`config.mk`:
```
export PLATFORM = sky130hd
export DESIGN_NAME = lattice_wdf_lp
export DESIGN_NICKNAME = d
export VERILOG_FILES = /design/src/rtl/lwdf_pkg.sv /design/src/rtl/lwdf_csd_mul.sv /design/src/rtl/lwdf_ap1.sv /design/src/rtl/lwdf_ap2.sv /design/src/rtl/lattice_wdf_lp.sv
export SDC_FILE = /design/constraint.sdc
export NUM_CORES = 1
export LEC_CHECK = 0
export ABC_AREA = 1
export BUFFER_PORTS_ARGS = -buffer_cell sky130_fd_sc_hd__buf_2
export CAP_MARGIN = 20
export CORE_UTILIZATION = 40
export DETAILED_ROUTE_END_ITERATION = 7
export GPL_ROUTABILITY_DRIVEN = 0
export PLACE_DENSITY = 0.67
export RECOVER_POWER = 50
export REMOVE_ABC_BUFFERS = 1
export SYNTH_ARGS = -nofsm -noshare
export SYNTH_HDL_FRONTEND = slang
export SYNTH_SLANG_ARGS = --single-unit
```
`constraint.sdc`:
```
create_clock -name clk -period 15.05 [get_ports clk]
set_input_delay 3.01 -clock clk [delete_from_list [all_inputs] [get_ports clk]]
set_output_delay 3.01 -clock clk [all_outputs]
set_load 0.01 [all_outputs]
```
`src/rtl/lwdf_pkg.sv`:
```
// Package: shared constants and the canonic-signed-digit recoder used by
// every constant multiplier. Assumes coefficients fit in CSD_DIGITS digits.
package lwdf_pkg;

    localparam int CSD_DIGITS = 16;

    // Returns a mask of the +1 digits (want_neg = 0) or the -1 digits
    // (want_neg = 1) of the canonic signed-digit form of value.
    function automatic logic [CSD_DIGITS-1:0] csd_mask(input int value, input bit want_neg);
        int v;
        int d;
        logic [CSD_DIGITS-1:0] m;
        v = value;
        m = '0;
        for (int i = 0; i < CSD_DIGITS; i++) begin
            d = 0;
            if (v[0]) d = v[1] ? -1 : 1;
            if ((d > 0 && !want_neg) || (d < 0 && want_neg)) m[i] = 1'b1;
            v = (v - d) >>> 1;
        end
        return m;
    endfunction

endpackage

```
`src/rtl/lwdf_csd_mul.sv`:
```
// Constant multiplier: dout = floor(din * COEF / 2^FRAC), built only from
// shifted adds and subtracts of din.
// Assumes |COEF| < 2^(FRAC+1), so the result fits IN_W+1 bits.
module lwdf_csd_mul #(
    parameter int IN_W = 13,
    parameter int FRAC = 10,
    parameter int COEF = 0
) (
    input  logic signed [IN_W-1:0] din,
    output logic signed [IN_W:0]   dout
);
    localparam int ACC_W = IN_W + lwdf_pkg::CSD_DIGITS + 1;
    localparam logic [lwdf_pkg::CSD_DIGITS-1:0] POS = lwdf_pkg::csd_mask(COEF, 1'b0);
    localparam logic [lwdf_pkg::CSD_DIGITS-1:0] NEG = lwdf_pkg::csd_mask(COEF, 1'b1);

    logic signed [ACC_W-1:0] ext;
    logic signed [ACC_W-1:0] acc;
    logic                    unused_bits;

    // Sum the signed-digit partial products of the sign-extended input.
    always_comb begin
        ext = {{(ACC_W-IN_W){din[IN_W-1]}}, din};
        acc = '0;
        for (int i = 0; i < lwdf_pkg::CSD_DIGITS; i++) begin
            if (POS[i]) acc = acc + (ext <<< i);
            if (NEG[i]) acc = acc - (ext <<< i);
        end
    end

    // Drop FRAC fraction bits: the bit slice is a floor division.
    assign dout        = acc[FRAC +: IN_W+1];
    assign unused_bits = ^{acc[FRAC-1:0], acc[ACC_W-1:FRAC+IN_W+1]};

endmodule

```
`src/rtl/lwdf_ap1.sv`:
```
// First-order allpass section (t + z^-1)/(1 + t z^-1) in one-multiplier form:
// y = floor(T*(x - y1)/2^FRAC) + x1. The output is combinational from x.
// The state advances only when en is high. The output wraps to W bits.
module lwdf_ap1 #(
    parameter int W    = 12,
    parameter int FRAC = 10,
    parameter int T    = 0
) (
    input  logic                clk,
    input  logic                rst_n,
    input  logic                en,
    input  logic signed [W-1:0] x,
    output logic signed [W-1:0] y
);
    logic signed [W-1:0] x_d, y_d;
    logic signed [W:0]   diff;
    logic signed [W+1:0] prod;
    logic signed [W+2:0] sum;
    logic                unused_top;

    assign diff = {x[W-1], x} - {y_d[W-1], y_d};

    lwdf_csd_mul #(.IN_W(W+1), .FRAC(FRAC), .COEF(T)) u_mul (.din(diff), .dout(prod));

    assign sum        = {prod[W+1], prod} + {{3{x_d[W-1]}}, x_d};
    assign y          = sum[W-1:0];
    assign unused_top = ^sum[W+2:W];

    // Hold the previous input and output sample.
    always_ff @(posedge clk) begin
        if (!rst_n) begin
            x_d <= '0;
            y_d <= '0;
        end else if (en) begin
            x_d <= x;
            y_d <= y;
        end
    end

    AST_AP1_CLEARED: assert property (@(posedge clk) !rst_n |=> (x_d == '0 && y_d == '0));
    AST_AP1_FROZEN: assert property (@(posedge clk) disable iff (!rst_n) !en |=> ($stable(x_d) && $stable(y_d)));

endmodule

```
`src/rtl/lwdf_ap2.sv`:
```
// Second-order allpass section (t2 + t1 z^-1 + z^-2)/(1 + t1 z^-1 + t2 z^-2):
// y = floor(C2*(x - y2)/2^FRAC) + floor(C1*(x1 - y1)/2^FRAC) + x2.
// The output is combinational. The state advances on en. The output wraps to W bits.
module lwdf_ap2 #(
    parameter int W    = 12,
    parameter int FRAC = 10,
    parameter int C1   = 0,
    parameter int C2   = 0
) (
    input  logic                clk,
    input  logic                rst_n,
    input  logic                en,
    input  logic signed [W-1:0] x,
    output logic signed [W-1:0] y
);
    logic signed [W-1:0] x1, x2, y1, y2;
    logic signed [W:0]   d_now, d_old;
    logic signed [W+1:0] p_now, p_old;
    logic signed [W+3:0] sum;
    logic                unused_top;

    assign d_now = {x[W-1], x} - {y2[W-1], y2};
    assign d_old = {x1[W-1], x1} - {y1[W-1], y1};

    lwdf_csd_mul #(.IN_W(W+1), .FRAC(FRAC), .COEF(C2)) u_mul2 (.din(d_now), .dout(p_now));
    lwdf_csd_mul #(.IN_W(W+1), .FRAC(FRAC), .COEF(C1)) u_mul1 (.din(d_old), .dout(p_old));

    assign sum        = {{2{p_now[W+1]}}, p_now} + {{2{p_old[W+1]}}, p_old} + {{4{x2[W-1]}}, x2};
    assign y          = sum[W-1:0];
    assign unused_top = ^sum[W+3:W];

    // Shift the two-deep input and output delay lines.
    always_ff @(posedge clk) begin
        if (!rst_n) begin
            x1 <= '0; x2 <= '0; y1 <= '0; y2 <= '0;
        end else if (en) begin
            x1 <= x;  x2 <= x1;
            y1 <= y;  y2 <= y1;
        end
    end

    AST_AP2_CLEARED: assert property (@(posedge clk) !rst_n |=> (x1 == '0 && x2 == '0 && y1 == '0 && y2 == '0));
    AST_AP2_FROZEN: assert property (@(posedge clk) disable iff (!rst_n) !en |=> ($stable(y1) && $stable(y2) && $stable(x1) && $stable(x2)));

endmodule

```
`src/rtl/lattice_wdf_lp.sv`:
```
// Fifth-order lowpass lattice wave digital filter. Branch 0 is a first-order
// allpass followed by a second-order allpass. Branch 1 is a second-order
// allpass. The output is the truncated half of the branch sum, registered,
// so it appears one clock after in_valid. Coefficients are integers scaled
// by 2^FRAC. Internal words are IN_W+GUARD bits and wrap on overflow.
module lattice_wdf_lp #(
    parameter int IN_W  = 8,
    parameter int GUARD = 4,
    parameter int FRAC  = 10,
    parameter int T0    = -649,
    parameter int A1    = -702,
    parameter int A2    = 846,
    parameter int B1    = -1040,
    parameter int B2    = 550
) (
    input  logic                          clk,
    input  logic                          rst_n,
    input  logic                          in_valid,
    input  logic signed [IN_W-1:0]        in_data,
    output logic                          out_valid,
    output logic signed [IN_W+GUARD-1:0]  out_data
);
    localparam int W = IN_W + GUARD;

    logic signed [W-1:0] x_ext, br0_mid, br0, br1;
    logic signed [W:0]   br_sum;
    logic                unused_lsb;

    assign x_ext = {{GUARD{in_data[IN_W-1]}}, in_data};

    lwdf_ap1 #(.W(W), .FRAC(FRAC), .T(T0)) u_br0_s1 (
        .clk(clk), .rst_n(rst_n), .en(in_valid), .x(x_ext), .y(br0_mid));
    lwdf_ap2 #(.W(W), .FRAC(FRAC), .C1(A1), .C2(A2)) u_br0_s2 (
        .clk(clk), .rst_n(rst_n), .en(in_valid), .x(br0_mid), .y(br0));
    lwdf_ap2 #(.W(W), .FRAC(FRAC), .C1(B1), .C2(B2)) u_br1_s1 (
        .clk(clk), .rst_n(rst_n), .en(in_valid), .x(x_ext), .y(br1));

    assign br_sum     = {br0[W-1], br0} + {br1[W-1], br1};
    assign unused_lsb = br_sum[0];

    // Register the halved branch sum and the matching valid strobe.
    always_ff @(posedge clk) begin
        if (!rst_n) begin
            out_valid <= 1'b0;
            out_data  <= '0;
        end else begin
            out_valid <= in_valid;
            if (in_valid) out_data <= br_sum[W:1];
        end
    end

    AST_RESET_CLEAR: assert property (@(posedge clk) !rst_n |=> (!out_valid && out_data == '0));
    AST_VALID_FOLLOWS: assert property (@(posedge clk) disable iff (!rst_n) in_valid |=> out_valid);
    AST_VALID_IDLE: assert property (@(posedge clk) disable iff (!rst_n) !in_valid |=> !out_valid);
    AST_HOLD_IDLE: assert property (@(posedge clk) disable iff (!rst_n) !in_valid |=> $stable(out_data));

endmodule

```
==> results.tsv, run 1 <==
stage	metric	value	unit
synthesis	fraction of the mapped netlist area in simple logic gates	16.39	%
sta	post-route clock period utilization	98.26	%
clocking	H-Tree Depth	3	
synthesis	share of the synthesized netlist area taken by xor and xnor gates	7.759	%
floorplan	Site Rows	73	
global_routing	vias in the first global route	14750	
route	via total after detailed routing	14940	
floorplan	die outline width	203.4	um
cells_and_area	Final #Nets	2792	
worst_setup_path	required time of the critical path	15.32	ns
global_routing	Overflow after GRT	0	
worst_setup_path	CP Max Fanout	5	
synthesis	proportion of synthesized flip-flops having asynchronous set or reset	0	%
cells_and_area	number of fillers in the final layout	3774	
sta	count of final setup violators	0	
cells_and_area	Storage cell area	2022	um^2
place	HPWL Detailed	36.29	mm
clocking	clock tree from TritonCTS	built	
worst_setup_path	library cell contributing the largest single delay on the critical path	fa_1	
clocking	CTS clk-pin slew, worst paths	0.08	ns
synthesis	total number of yosys warnings	0	
worst_setup_path	kind of end point of the critical path	flip-flop	
synthesis	Distinct cells, synth	48	
synthesis	EDFF count, synth	0	
place	count of input and output buffers	23	
clocking	clock tree root driver cell	clkbuf_16	
cells_and_area	diodes inserted	0	
job	number of max-cap violations	0	
global_routing	GRT Util Overall	21.25	%
global_routing	initial antenna violation count	0	
sta	setup clock skew after layout	0.01424	ns
run_status	status	finished clean	
floorplan	core box area	39820	um^2
sta	fin crit period	14.79	ns
route	number of nets with antenna violations after detailed routing	0	
route	final routed DRC violation total	0	
worst_setup_path	cell type with the highest occurrence count on the critical path	nand2_1	
synthesis	mux cell area share after synthesis	0	%
sta	Achievable Freq	0.06762	GHz
sta	unrepaired setup endpoints after global routing	yes	
synthesis	synthesized area divided by synthesized cell count	7.360	um^2
synthesis	sequential area share after synthesis	12.46	%
route	Detailed Routing Iterations Pass 1	5	
cells_and_area	area delta synth->final	20.81	%
synthesis	most common flop cell mapped by yosys	dfxtp_1	
global_routing	maximum number of pins on one net before global-route repair	84	
floorplan	Die Ht	203.4	um
sta	Worst slew margin	35.79	%
sta	Final Hold Violating Endpoints	0	
sta	slew at the pin closest to its max-slew limit	0.9572	ns
route	number of design-rule violations left by the first detailed-router iteration	896	
worst_setup_path	Startpoint Class	input port	
sta	worst hold slack	0.5028	ns
synthesis	Post-Synthesis Cell Area	16220	um^2
hold_path	Hold/Removal Path Class	flip-flop to flip-flop	
floorplan	starting density of the core	40.73	%
clocking	CTS sink cnt	101	
route	number of vias per cell	5.134	
worst_setup_path	data arrival time of the critical path	15.06	ns
synthesis	combinational family with the most area after synthesis	adder cells	
synthesis	adder-cell area share of the yosys netlist	36.45	%
clocking	Clock Path Buffers	2	
synthesis	synthesis-stage register bit count	101	
cells_and_area	multi-input logic area	13470	um^2
floorplan	die area	41360	um^2
synthesis	Gate Count Post-Synth	2204	
synthesis	compound-cell area share of the yosys netlist	15.86	%
sta	count of pins over their slew limit	0	
cells_and_area	proportion of layout cells with a drive suffix above 1	18.40	%
cells_and_area	commonest non-fill, non-tap cell in the layout	inv_1	
worst_setup_path	Worst Setup Path Type	input port to flip-flop	
worst_setup_path	maximum single-stage delay on the critical path	0.61	ns
cells_and_area	most frequent cells in the layout	432 x inv_1, 303 x nand2_1, 247 x ha_1	
route	routed wirelength normalized by instance count	15.38	um
clocking	worst-skew pair later-pin latency	0.37	ns
route	total wire length	44.76	mm
global_routing	wire length of the first global-routing pass	70.93	mm
floorplan	ports placed on the boundary	24	
cells_and_area	summed area of non-filler cells in the final layout	19600	um^2
clocking	CTS buffer count	9	
place	total cell area at the placement stage	18040	um^2
-- sequential cells by signal, indices dropped and copies added (netlist names) --
signal,cells
u_br1_s1.y1,12
u_br1_s1.x1,8
u_br0_s2.y1,12
out_valid,1
u_br0_s2.x2,12
u_br1_s1.x2,8
u_br0_s2.x1,12
u_br1_s1.y2,12
u_br0_s2.y2,12
out_data,12
-- worst paths after layout --
check                           slack [ns]  cells past startpoint                          end                        start
worst max register to register        2.49                     68    out_data[11]$_SDFFE_PN0P_  u_br0_s2.x1[1]$_SDFFE_PN0P_
worst min register to register        0.50                      2  u_br0_s2.y2[2]$_SDFFE_PN0P_  u_br0_s2.y1[2]$_SDFFE_PN0P_
worst min-delay path                  0.50                      2  u_br0_s2.y2[2]$_SDFFE_PN0P_  u_br0_s2.y1[2]$_SDFFE_PN0P_
worst max-delay path                  0.26                     67    out_data[11]$_SDFFE_PN0P_                   in_data[0]
-- per-layer routing --
metal	GRT usage, %	wire (um)	up-vias
met5	0	0	-
met4	5.854	1109	0
met3	2.317	1585	66
li1	-	-	7470
met1	26.35	19390	7093
met2	38.63	22680	315
-- critical path, delay by kind of cell --
family	cells	cell delay, ns
fa+ha+maj	15	5.56
compound gates	19	3.13
simple gates	17	1.36
xor+xnor	6	1.26
buf+inv	10	0.72
-- logic make-up (layout without fill, tap and decap cells) --
logic type,Yosys count,after routing
AO/OA/AOI/OAI,461,461
adder cells (fa/ha/maj),400,400
buffers and inverters,478,660
AND/OR/NAND/NOR,622,622
flip-flops,101,101
XOR/XNOR,142,142
-- per-stage QoR --
stage / worst slack [ns] / instances / util [%] / TNS, ns
2_1_floorplan: 0.05640 / 2172 / - / 0
3_3_place_gp: -0.1460 / 2875 / 45.29 / -0.4763
3_5_place_dp: -0.4645 / 2875 / 45.29 / -2.310
4_1_cts: 0.003592 / 2893 / 46.20 / 0
5_1_grt: -0.3561 / 2911 / 49.21 / -1.448
6_report: 0.2612 / 2911 / 49.21 / 0
-- synth_stat cells, types with 5 or more instances --
master	instances	area, um^2
o21ai_0	139	695.7
dfxtp_1	101	2022
xnor2_1	29	254.0
o21a_1	5	37.54
a21oi_1	220	1101
xor2_1	111	972.2
nand4_1	25	156.4
fa_1	121	2422
clkbuf_1	29	108.9
inv_1	440	1652
a21o_1	16	120.1
ha_1	279	3491
o21ai_1	13	65.06
nor2_1	134	503.0
nand3_2	6	60.06
o21bai_1	14	105.1
a31o_2	5	43.79
nand2_2	14	87.58
nand3_1	80	400.4
a31oi_1	18	112.6
o21ai_2	9	78.83
nor3_1	10	50.05
nand2_1	333	1250
-- area by class of cell --
class,count,area share (%)
clock buffer,9,1.149
multi-input combinational,1625,68.72
sequential,101,10.32
timing repair buffer,198,7.438
tap,525,3.352
inverter,446,8.568
clock inverter,7,0.4533
-- timing repair --
| item | CTS | global route |
|---|---|---|
| hold buffers | 0 | 0 |
| gates resized for setup | 7 | 197 |
| buffers inserted | 2 | 19 |
| setup endpoints to repair | 4 | 14 |
| pin swaps | 2 | 93 |
Power of run 1 is not shown: default switching activity piles up to over one toggle a cycle in this logic, so the estimate is an artifact.
==> run 2, diff against run 1 <==
--- a/config.mk
+++ b/config.mk
@@ -13,7 +13,6 @@
 export GPL_ROUTABILITY_DRIVEN = 0
 export PLACE_DENSITY = 0.67
 export RECOVER_POWER = 50
-export REMOVE_ABC_BUFFERS = 1
 export SYNTH_ARGS = -nofsm -noshare
 export SYNTH_HDL_FRONTEND = slang
 export SYNTH_SLANG_ARGS = --single-unit
==> run 2 against run 1 <==
- the run now ends with max-capacitance violations, max-slew violations left
- register-to-register slack worse by 0.02 ns
- worst hold slack worse by 0.019 ns
- non-clock buffer count up 21
==> results.tsv, run 2 (synthesis results as in run 1) <==
stage	metric	value	unit	change
route	final routed DRC violation total	0		unchanged
sta	final setup margin	0.2113	ns	-0.04984 ns
floorplan	starting density of the core	40.73	%	unchanged
global_routing	met1 track demand over resource in global routing	25.81	%	-0.54 points
place	count of input and output buffers	23		unchanged
route	via total after detailed routing	14990		+0.29%
sta	fin crit period	14.84	ns	+0.04984 ns
clocking	CTS sink cnt	101		unchanged
cells_and_area	most frequent cells in the layout	427 x inv_1, 305 x nand2_1, 241 x ha_1		
route	number of vias per cell	5.112		-0.43%
global_routing	wire length of the first global-routing pass	69.55	mm	-1.9%
cells_and_area	Final #Nets	2813		+0.75%
cells_and_area	proportion of layout cells with a drive suffix above 1	18.40	%	about the same
route	total wire length	44.12	mm	-1.4%
worst_setup_path	kind of end point of the critical path	flip-flop		
floorplan	Die Ht	203.4	um	unchanged
clocking	number of buffers inserted by hold repair at cts	0		unchanged
route	routed wirelength normalized by instance count	15.05	um	-2.1%
worst_setup_path	CP Launch Point	in_data[0]		
global_routing	initial antenna violation count	0		unchanged
sta	Achievable Freq	0.06739	GHz	-0.34%
route	number of design-rule violations left by the first detailed-router iteration	768		-14%
worst_setup_path	reg2reg setup slack	2.47	ns	-0.02 ns
hold_path	Hold/Removal Path Class	flip-flop to flip-flop		
sta	slew at the pin closest to its max-slew limit	4.310	ns	+3.353 ns
place	HPWL Detailed	35.82	mm	-1.3%
worst_setup_path	library cell contributing the largest single delay on the critical path	fa_1		
worst_setup_path	buffering stage count on the worst path with inverters included	10		unchanged
worst_setup_path	CP Max Fanout	4		-1
sta	setup clock skew after layout	0.01673	ns	+0.002495 ns
clocking	CTS clk-pin slew, worst paths	0.08	ns	about the same
hold_path	startpoint of the tightest hold check path	u_br1_s1.y1[11]$_SDFFE_PN0P_		
global_routing	maximum number of pins on one net before global-route repair	128		+52%
global_routing	Overflow after GRT	0		unchanged
cells_and_area	commonest non-fill, non-tap cell in the layout	inv_1		
floorplan	core box area	39820	um^2	unchanged
sta	Final Hold Violating Endpoints	0		unchanged
worst_setup_path	Startpoint Class	input port		
cells_and_area	diodes inserted	0		unchanged
sta	count of final setup violators	0		unchanged
floorplan	die outline width	203.4	um	unchanged
clocking	CTS buffer count	9		unchanged
cells_and_area	area delta synth->final	21.99	%	
global_routing	Top Usage Layer GRT	met2		
sta	post-route clock period utilization	98.60	%	+0.33 points
route	Detailed Routing Iterations Pass 1	7		+2
worst_setup_path	Worst path top cell family by delay	adder cells		
synthesis	syn_nets	2615		
worst_setup_path	Worst Setup Path Type	input port to flip-flop		
place	pre-CTS setup slack	-0.5036	ns	-0.03912 ns
sta	unrepaired setup endpoints after global routing	yes		
run_status	failing checks	max-capacitance violations, max-slew violations		
clocking	clock tree root driver cell	clkbuf_16		
worst_setup_path	Worst R2R Start	u_br0_s2.x1[1]$_SDFFE_PN0P_		
sta	Worst slew margin	-187.4	%	-220 points
floorplan	die area	41360	um^2	unchanged
clocking	worst-skew pair later-pin latency	0.37	ns	about the same
run_status	status	finished, violations left		
worst_setup_path	maximum single-stage delay on the critical path	0.61	ns	about the same
worst_setup_path	data arrival time of the critical path	15.05	ns	about the same
floorplan	Site Rows	73		unchanged
global_routing	global routing met3 resource utilization	1.630	%	-0.69 points
clocking	clock tree from TritonCTS	built		
clocking	Clock Path Buffers	2		unchanged
clocking	H-Tree Depth	3		unchanged
global_routing	grt met2 use	36.76	%	-1.9 points
route	number of nets with antenna violations after detailed routing	0		unchanged
sta	count of pins over their slew limit	198		+198
global_routing	GRT Util Overall	20.74	%	-0.51 points
global_routing	vias in the first global route	14600		-0.97%
floorplan	ports placed on the boundary	24		unchanged
worst_setup_path	required time of the critical path	15.26	ns	-0.06 ns
job	number of max-cap violations	2		+2
==> run 2: final cells by class <==
cell class | count | area, um^2
multi-input cells | 1625 | 13530
well taps | 525 | 656.9
repair buffers | 219 | 1579
flip-flops and latches | 101 | 2022
clock inverters | 7 | 103.9
clock buffers | 9 | 225.2
fillers | 3813 | 20030
inverters | 446 | 1674
==> run 2: per-stage QoR <==
step	TNS [ns]	instances	utilization (%)	area, um^2	hold WS [ns]
global route	-1.177	2932	49.69	19790	0.5064
CTS	0	2903	46.45	18500	0.4890
finish	0	2932	49.69	19790	0.4838
detailed placement	-2.382	2884	45.46	18100	0.4763
floorplan	0	2204	-	16220	0.4482
global placement	-0.4315	2884	45.46	18100	0.4693
==> run 2: path summary, 6_finish.rpt <==
kind,endpoint,cells past startpoint
worst max-delay path,out_data[11]$_SDFFE_PN0P_,68
worst min-delay path,u_br1_s1.y2[11]$_SDFFE_PN0P_,2
worst max register to register,out_data[11]$_SDFFE_PN0P_,68
worst min register to register,u_br1_s1.y2[11]$_SDFFE_PN0P_,2
==> run 2: repair_timing <==
action / in CTS / in global routing
hold endpoints to repair: 0 / 0
gates resized for setup: 9 / 194
cloned: 0 / 0
setup buffers: 3 / 30
pin swaps: 5 / 127
endpoints found under the setup margin: 3 / 14
==> run 2: worst register-to-register path: cells and delay by family (launching register included) <==
kind,cells,cell delay (ns)
adders and majority gates,14,5.11
AOI/OAI and AO/OA,22,3.49
and+or+nand+nor,16,1.19
xor gates and xnor gates,6,1.09
buffers and inverters,10,1.05
DFF,1,0.53
==> run 2: metal layers <==
layer	vias to the layer above	wire [um]
met5	-	0
met4	0	1766
met3	90	1304
met2	299	22050
met1	7084	18990
li1	7514	-
Power of run 2 is left out for the same reason.
